$ cat src/rtl/flash_rd_pkg.sv
package flash_rd_pkg;
    typedef enum logic [1:0] {
        MODE_ARRAY  = 2'd0,
        MODE_IDENT  = 2'd1,
        MODE_STATUS = 2'd2
    } rd_mode_e;

    localparam logic [7:0] CMD_RD_ARRAY  = 8'hFF;
    localparam logic [7:0] CMD_RD_IDENT  = 8'h90;
    localparam logic [7:0] CMD_RD_STATUS = 8'h70;
    localparam logic [7:0] ID_MFR        = 8'hB0;
    localparam logic [7:0] ID_DEV_16M    = 8'hD0;
    localparam logic [7:0] ID_DEV_32M    = 8'hD4;
endpackage

$ cat src/rtl/flash_mode_fsm.sv
module flash_mode_fsm
    import flash_rd_pkg::*;
(
    input  logic       clk,
    input  logic       rst_n,
    input  logic       cmd_stb,
    input  logic [7:0] cmd_byte,
    output rd_mode_e   mode_o
);
    rd_mode_e state_q, state_d;

    always_ff @(posedge clk or negedge rst_n) begin
        if (!rst_n) state_q <= MODE_ARRAY;
        else        state_q <= state_d;
    end

    always_comb begin
        state_d = state_q;
        if (cmd_stb) begin
            unique case (cmd_byte)
                CMD_RD_ARRAY:  state_d = MODE_ARRAY;
                CMD_RD_IDENT:  state_d = MODE_IDENT;
                CMD_RD_STATUS: state_d = MODE_STATUS;
                default:       state_d = state_q;
            endcase
        end
    end

    assign mode_o = state_q;


    unknown_cmd_hold_chk: assert property (@(posedge clk) disable iff (!rst_n)
        (cmd_stb && cmd_byte != CMD_RD_ARRAY && cmd_byte != CMD_RD_IDENT &&
         cmd_byte != CMD_RD_STATUS) |=> $stable(mode_o));


    no_cmd_hold_chk: assert property (@(posedge clk) disable iff (!rst_n)
        !cmd_stb |=> $stable(mode_o));
endmodule

$ cat src/rtl/flash_stat_snap.sv
module flash_stat_snap (
    input  logic       clk,
    input  logic       rst_n,
    input  logic       all_low,
    input  logic [7:0] status_live,
    output logic [7:0] status_o
);
    logic       al_q;
    logic [7:0] snap_q;

    always_ff @(posedge clk or negedge rst_n) begin
        if (!rst_n) begin
            al_q   <= 1'b0;
            snap_q <= 8'h00;
        end else begin
            al_q <= all_low;
            if (all_low && !al_q) snap_q <= status_live;
        end
    end

    // the byte being latched shows in the cycle of the fall
    assign status_o = al_q ? snap_q : status_live;


    snap_frozen_chk: assert property (@(posedge clk) disable iff (!rst_n)
        (al_q && all_low) |=> $stable(status_o));
endmodule

$ cat src/rtl/flash_id_rom.sv
module flash_id_rom
    import flash_rd_pkg::*;
#(
    parameter int ADDR_W      = 8,
    parameter int BLK_SHIFT   = 4,
    parameter int NUM_BLK     = 16,
    parameter bit DENSITY_32M = 1'b0
) (
    input  logic [ADDR_W-1:0]  addr,
    input  logic [NUM_BLK-1:0] blk_locked,
    input  logic [NUM_BLK-1:0] blk_efail,
    output logic [7:0]         id_o
);
    localparam int BLK_W = ADDR_W - BLK_SHIFT;

    logic [7:0]           dev_code;
    logic [BLK_SHIFT-1:0] offs;
    logic [BLK_W-1:0]     blk;

    generate
        if (DENSITY_32M) begin : g_dev32
            assign dev_code = ID_DEV_32M;
        end else begin : g_dev16
            assign dev_code = ID_DEV_16M;
        end
    endgenerate

    assign offs = addr[BLK_SHIFT-1:0];
    assign blk  = addr[ADDR_W-1:BLK_SHIFT];

    always_comb begin
        if (addr == '0)
            id_o = ID_MFR;
        else if (addr == ADDR_W'(1))
            id_o = dev_code;
        else if (offs == BLK_SHIFT'(2))
            id_o = {6'b0, blk_efail[blk], blk_locked[blk]};
        else
            id_o = 8'h00;
    end
endmodule

$ cat src/rtl/flash_read_if.sv
module flash_read_if
    import flash_rd_pkg::*;
#(
    parameter int ADDR_W      = 8,
    parameter int BLK_SHIFT   = 4,
    parameter bit DENSITY_32M = 1'b0,
    localparam int NUM_BLK    = 1 << (ADDR_W - BLK_SHIFT),
    localparam int DEPTH      = 1 << ADDR_W
) (
    input  logic               clk,
    input  logic               rst_n,
    input  logic               ce0_n,
    input  logic               ce1_n,
    input  logic               oe_n,
    input  logic               we_n,
    input  logic [ADDR_W-1:0]  addr,
    input  logic [7:0]         dq_i,
    output logic [7:0]         dq_o,
    output logic               dq_oe,
    input  logic               busy,
    input  logic [NUM_BLK-1:0] blk_locked,
    input  logic [NUM_BLK-1:0] blk_efail,
    input  logic               pre_we,
    input  logic [ADDR_W-1:0]  pre_addr,
    input  logic [7:0]         pre_data
);
    logic [7:0] mem [DEPTH];
    logic       we_q;
    logic       chip_en, all_low, cmd_stb;
    logic [7:0] id_byte, stat_byte;
    rd_mode_e   mode;

    assign chip_en = !ce0_n && !ce1_n;
    assign all_low = chip_en && !oe_n;

    always_ff @(posedge clk or negedge rst_n) begin
        if (!rst_n) we_q <= 1'b1;
        else        we_q <= we_n;
    end

    assign cmd_stb = we_n && !we_q && chip_en;

    always_ff @(posedge clk) begin
        if (pre_we) mem[pre_addr] <= pre_data;
    end

    flash_mode_fsm u_fsm (
        .clk      (clk),
        .rst_n    (rst_n),
        .cmd_stb  (cmd_stb),
        .cmd_byte (dq_i),
        .mode_o   (mode)
    );

    flash_id_rom #(
        .ADDR_W      (ADDR_W),
        .BLK_SHIFT   (BLK_SHIFT),
        .NUM_BLK     (NUM_BLK),
        .DENSITY_32M (DENSITY_32M)
    ) u_id (
        .addr       (addr),
        .blk_locked (blk_locked),
        .blk_efail  (blk_efail),
        .id_o       (id_byte)
    );

    flash_stat_snap u_stat (
        .clk         (clk),
        .rst_n       (rst_n),
        .all_low     (all_low),
        .status_live ({!busy, 7'b0}),
        .status_o    (stat_byte)
    );

    always_comb begin
        dq_oe = all_low && we_n;
        dq_o  = 8'h00;
        if (dq_oe) begin
            unique case (mode)
                MODE_ARRAY:  dq_o = mem[addr];
                MODE_IDENT:  dq_o = id_byte;
                MODE_STATUS: dq_o = stat_byte;
                default:     dq_o = 8'h00;
            endcase
        end
    end


    id_mfr_chk: assert property (@(posedge clk) disable iff (!rst_n)
        (mode == MODE_IDENT && dq_oe && addr == '0) |-> dq_o == 8'hB0);


    id_pad_chk: assert property (@(posedge clk) disable iff (!rst_n)
        (mode == MODE_IDENT && dq_oe) |-> dq_o[7:2] == 6'b0 || addr < ADDR_W'(2));


    stat_hold_chk: assert property (@(posedge clk) disable iff (!rst_n)
        (mode == MODE_STATUS && $past(mode) == MODE_STATUS && dq_oe && $past(dq_oe))
        |-> $stable(dq_o));


    bus_idle_chk: assert property (@(posedge clk) disable iff (!rst_n)
        (oe_n || !we_n) |-> !dq_oe);
endmodule

$ cat config.mk
export PLATFORM = sky130hd
export DESIGN_NAME = flash_read_if
export DESIGN_NICKNAME = d
export VERILOG_FILES = /design/src/rtl/flash_rd_pkg.sv /design/src/rtl/flash_mode_fsm.sv /design/src/rtl/flash_stat_snap.sv /design/src/rtl/flash_id_rom.sv /design/src/rtl/flash_read_if.sv
export SDC_FILE = /design/constraint.sdc
export NUM_CORES = 2
export LEC_CHECK = 0
export ABC_AREA = 1
export BUFFER_PORTS_ARGS = -buffer_cell sky130_fd_sc_hd__buf_2
export CORE_AREA = 2 2 463 465
export DETAILED_ROUTE_END_ITERATION = 7
export DIE_AREA = 0 0 465 467
export PLACE_DENSITY = 0.57
export SYNTH_ARGS = -nofsm -noshare
export SYNTH_HDL_FRONTEND = slang
export SYNTH_HIERARCHICAL = 1
export SYNTH_SLANG_ARGS = --single-unit
$ cat constraint.sdc
create_clock -name clk -period 1.8 [get_ports clk]
set_input_delay 0.09 -clock clk [delete_from_list [all_inputs] [get_ports clk]]
set_output_delay 0.09 -clock clk [all_outputs]
set_load 0.005 [all_outputs]
==> metrics.cfg <==
[synthesis]
synthTopCellsByArea = edfxtp_1 73%, nand3_1 12%, nand2_1 9.7%
synth_top_family_by_area = simple AND/OR/NAND/NOR gates
synth-simple-area-share_pct = 23.4
avgSynthCellArea_um2 = 11.7
synthFlopType = edfxtp_1
synthAdderAreaFrac_pct = 0
ys_seq_area_share_pct = 73.0
ys_seq_elements = 2060
synthMuxAreaShare_pct = 0
yosys.area.top_type = edfxtp_1
synth_edf_count = 2048
yosysWarnings = 6
synth_compound_area_share_pct = 0.111
synth_top_area_share_pct = 72.7
async_reset_ff_share_pct = 0.583
postSynthCellCount = 7233
synth_xor_area_share_pct = 0
synth.distinct_cells = 29
synth.top_cells.by_count = 2183 x nand2_1, 2079 x nand3_1, 2048 x edfxtp_1, 292 x nor2_1, 241 x buf_2
syn_area_um2 = 84600
synth.most_common_cell = nand2_1

[placement]
hpwlAfterDp_um = 158000
place_inst = 10347
post-place-ws_ns = -1.21
io_buffers = 80
postPlaceCellArea_um2 = 93400
gp_congestion = 0.896

[routing]
first_pass_iters = 6
wl_um = 252000
antenna_left = 0
drtIter0Drc = 6653
num_vias = 58507
avgViaCountPerCell = 5.44
drc = 0
wl_per_cell_um = 23.4

[worst_setup_path]
r2r-start = we_q
cp-start-kind = flip-flop
cp.required_ns = 1.71
cp_max_fo = 1
startpoint = mem[225][3]
critPathKind = reg2out
crit_path_end_kind = output port
crit_arrival_ns = 2.57

[clock_tree]
clock_latency_ns = 0.85
cts_tree = built
clock_sink_count = 2060
cts_made_buffers = 207
htreeDepth = 4
clk_pin_slew_ns = 0.06
cts-root-buf = clkbuf_16
clock_path_buffers = 3

[global_routing]
antenna_found_initial = 9
overflow = 0
grt_pass1_vias = 56407
grt_max_degree = 83
grt_pass1_wl_um = 372000
grt_use_total_pct = 22.8

[sta]
min_period_ns = 2.66
period_share_pct = 148
setup_viol = 8
hold_viol = 0
holdWs_ns = 0.0809
fin_tns_setup_ns = -6.63
rsz0062_at_grt = true
slew_viol_final = 0
fin_ws_ns = -0.859
maxSlewHeadroom_pct = 52.6
fmaxAchievable_ghz = 0.376
clock_skew_ns = 0.00232
worstMarginPinSlew_ns = 0.710

[floorplanning]
chipHeight_um = 467
fp.dieW_um = 465
core_area_um2 = 212000
num_rows = 169
die-area_um2 = 217000
initial_core_util_pct = 40.0
io_pins = 81

[final_layout]
multi_input_area_um2 = 22400
final_util_pct = 48.5
nFillCells = 18540
ff_latch_area_um2 = 61800
drive_above_1_share_pct = 18.1
finalNonFillerCells = 10760
finalNetCount = 7837
areaGrowthSynthToFinish_pct = 21.2
stdcell_area_um2 = 103000

[power_and_ir_drop]
vdd_drop_max_uv = 1080
power_density_nw_per_um2 = 993
leakage_nw = 36.9
finalPower_mw = 102

[min_path]
min_path_type = in2reg
hold_start = pre_we

[flow_run]
max-cap-violations = 0

[outcome]
violations = negative setup slack
status = complete, but fails checks

## critical path: stages, from the launching register on
cell      delay [ns]
edfxtp_1        0.48
nand2_2         0.15
nand3_1         0.11
nand3_1         0.08
nand3_1         0.08
nand3_1         0.10
nand3_2         0.11
nand3_2         0.09
nand3_2         0.10
nand3_4         0.10
a21oi_2         0.17
buf_2           0.13
## cell families (layout without fill, tap and decap cells)
family / Yosys count / in the layout
AO/OA/AOI/OAI: 18 / 18
other: 2 / 19
AND/OR/NAND/NOR: 4570 / 4570
flip-flops: 2060 / 2060
buffers and inverters: 583 / 1272
## per-layer routing
layer	wire, um	part of all wire, %	GRT usage (%)	vias to the layer above
met2	118000	47	36.3	2444
met5	0	0	0	-
li1	-	-	-	26660
met4	9350	3.7	7.87	0
met3	19100	7.6	3.31	449
met1	106000	42	32.1	28954
## layout make-up
cell class	instances	area share, %
Multi-Input combinational cell	4604	21.8
Sequential cell	2060	60.3
Tap cell	2821	3.44
Clock buffer	271	5.33
Inverter	89	0.373
Antenna cell	3	0.00732
Timing Repair Buffer	803	7.89
Clock inverter	109	0.914
## flip-flops by register name (all words and copies together), names as in the netlist
signal,count
mem,2048
u_fsm/mode_o,2
u_stat/al_q,1
u_stat/snap_q,8
we_q,1
## path summary, 6_finish.rpt
path / endpoint / slack [ns] / cells after the start
min in group asynchronous: u_stat/snap_q[2] / 0.28 / 3
setup / recovery: dq_o[3] / -0.86 / 11
hold / removal: mem[182][2] / 0.08 / 5
setup reg to reg: u_fsm/mode_o[1] / 0.28 / 5
max in group asynchronous: we_q / 1.15 / 3
hold reg to reg: u_stat/snap_q[2] / 0.48 / 2
## where the power goes
group / switching [mW] / leakage [nW] / internal (mW)
sequential: 0.0455 / 18.6 / 52.9
combinational: 5.46 / 15.3 / 2.52
clock: 18.5 / 3.10 / 22.5
## placed cells by master, fill, tap and decap left out, types with 69 or more instances in the layout
master	instances
buf_4	517
nand3_2	296
edfxtp_1	2048
inv_1	80
clkbuf_16	209
nor2_1	292
nand3_1	1717
nand3_4	69
buf_12	161
nand2_1	2176
## what timing repair did
| item | in CTS | in global routing |
|---|---|---|
| endpoints found under the hold margin | 2070 | 0 |
| pin swaps | 43 | 98 |
| setup endpoints to repair | 8 | 8 |
| resized for setup | 230 | 234 |
| hold buffers | 32 | 0 |
| setup buffers | 0 | 0 |
Note: power is estimated with default switching activity, not from simulation.
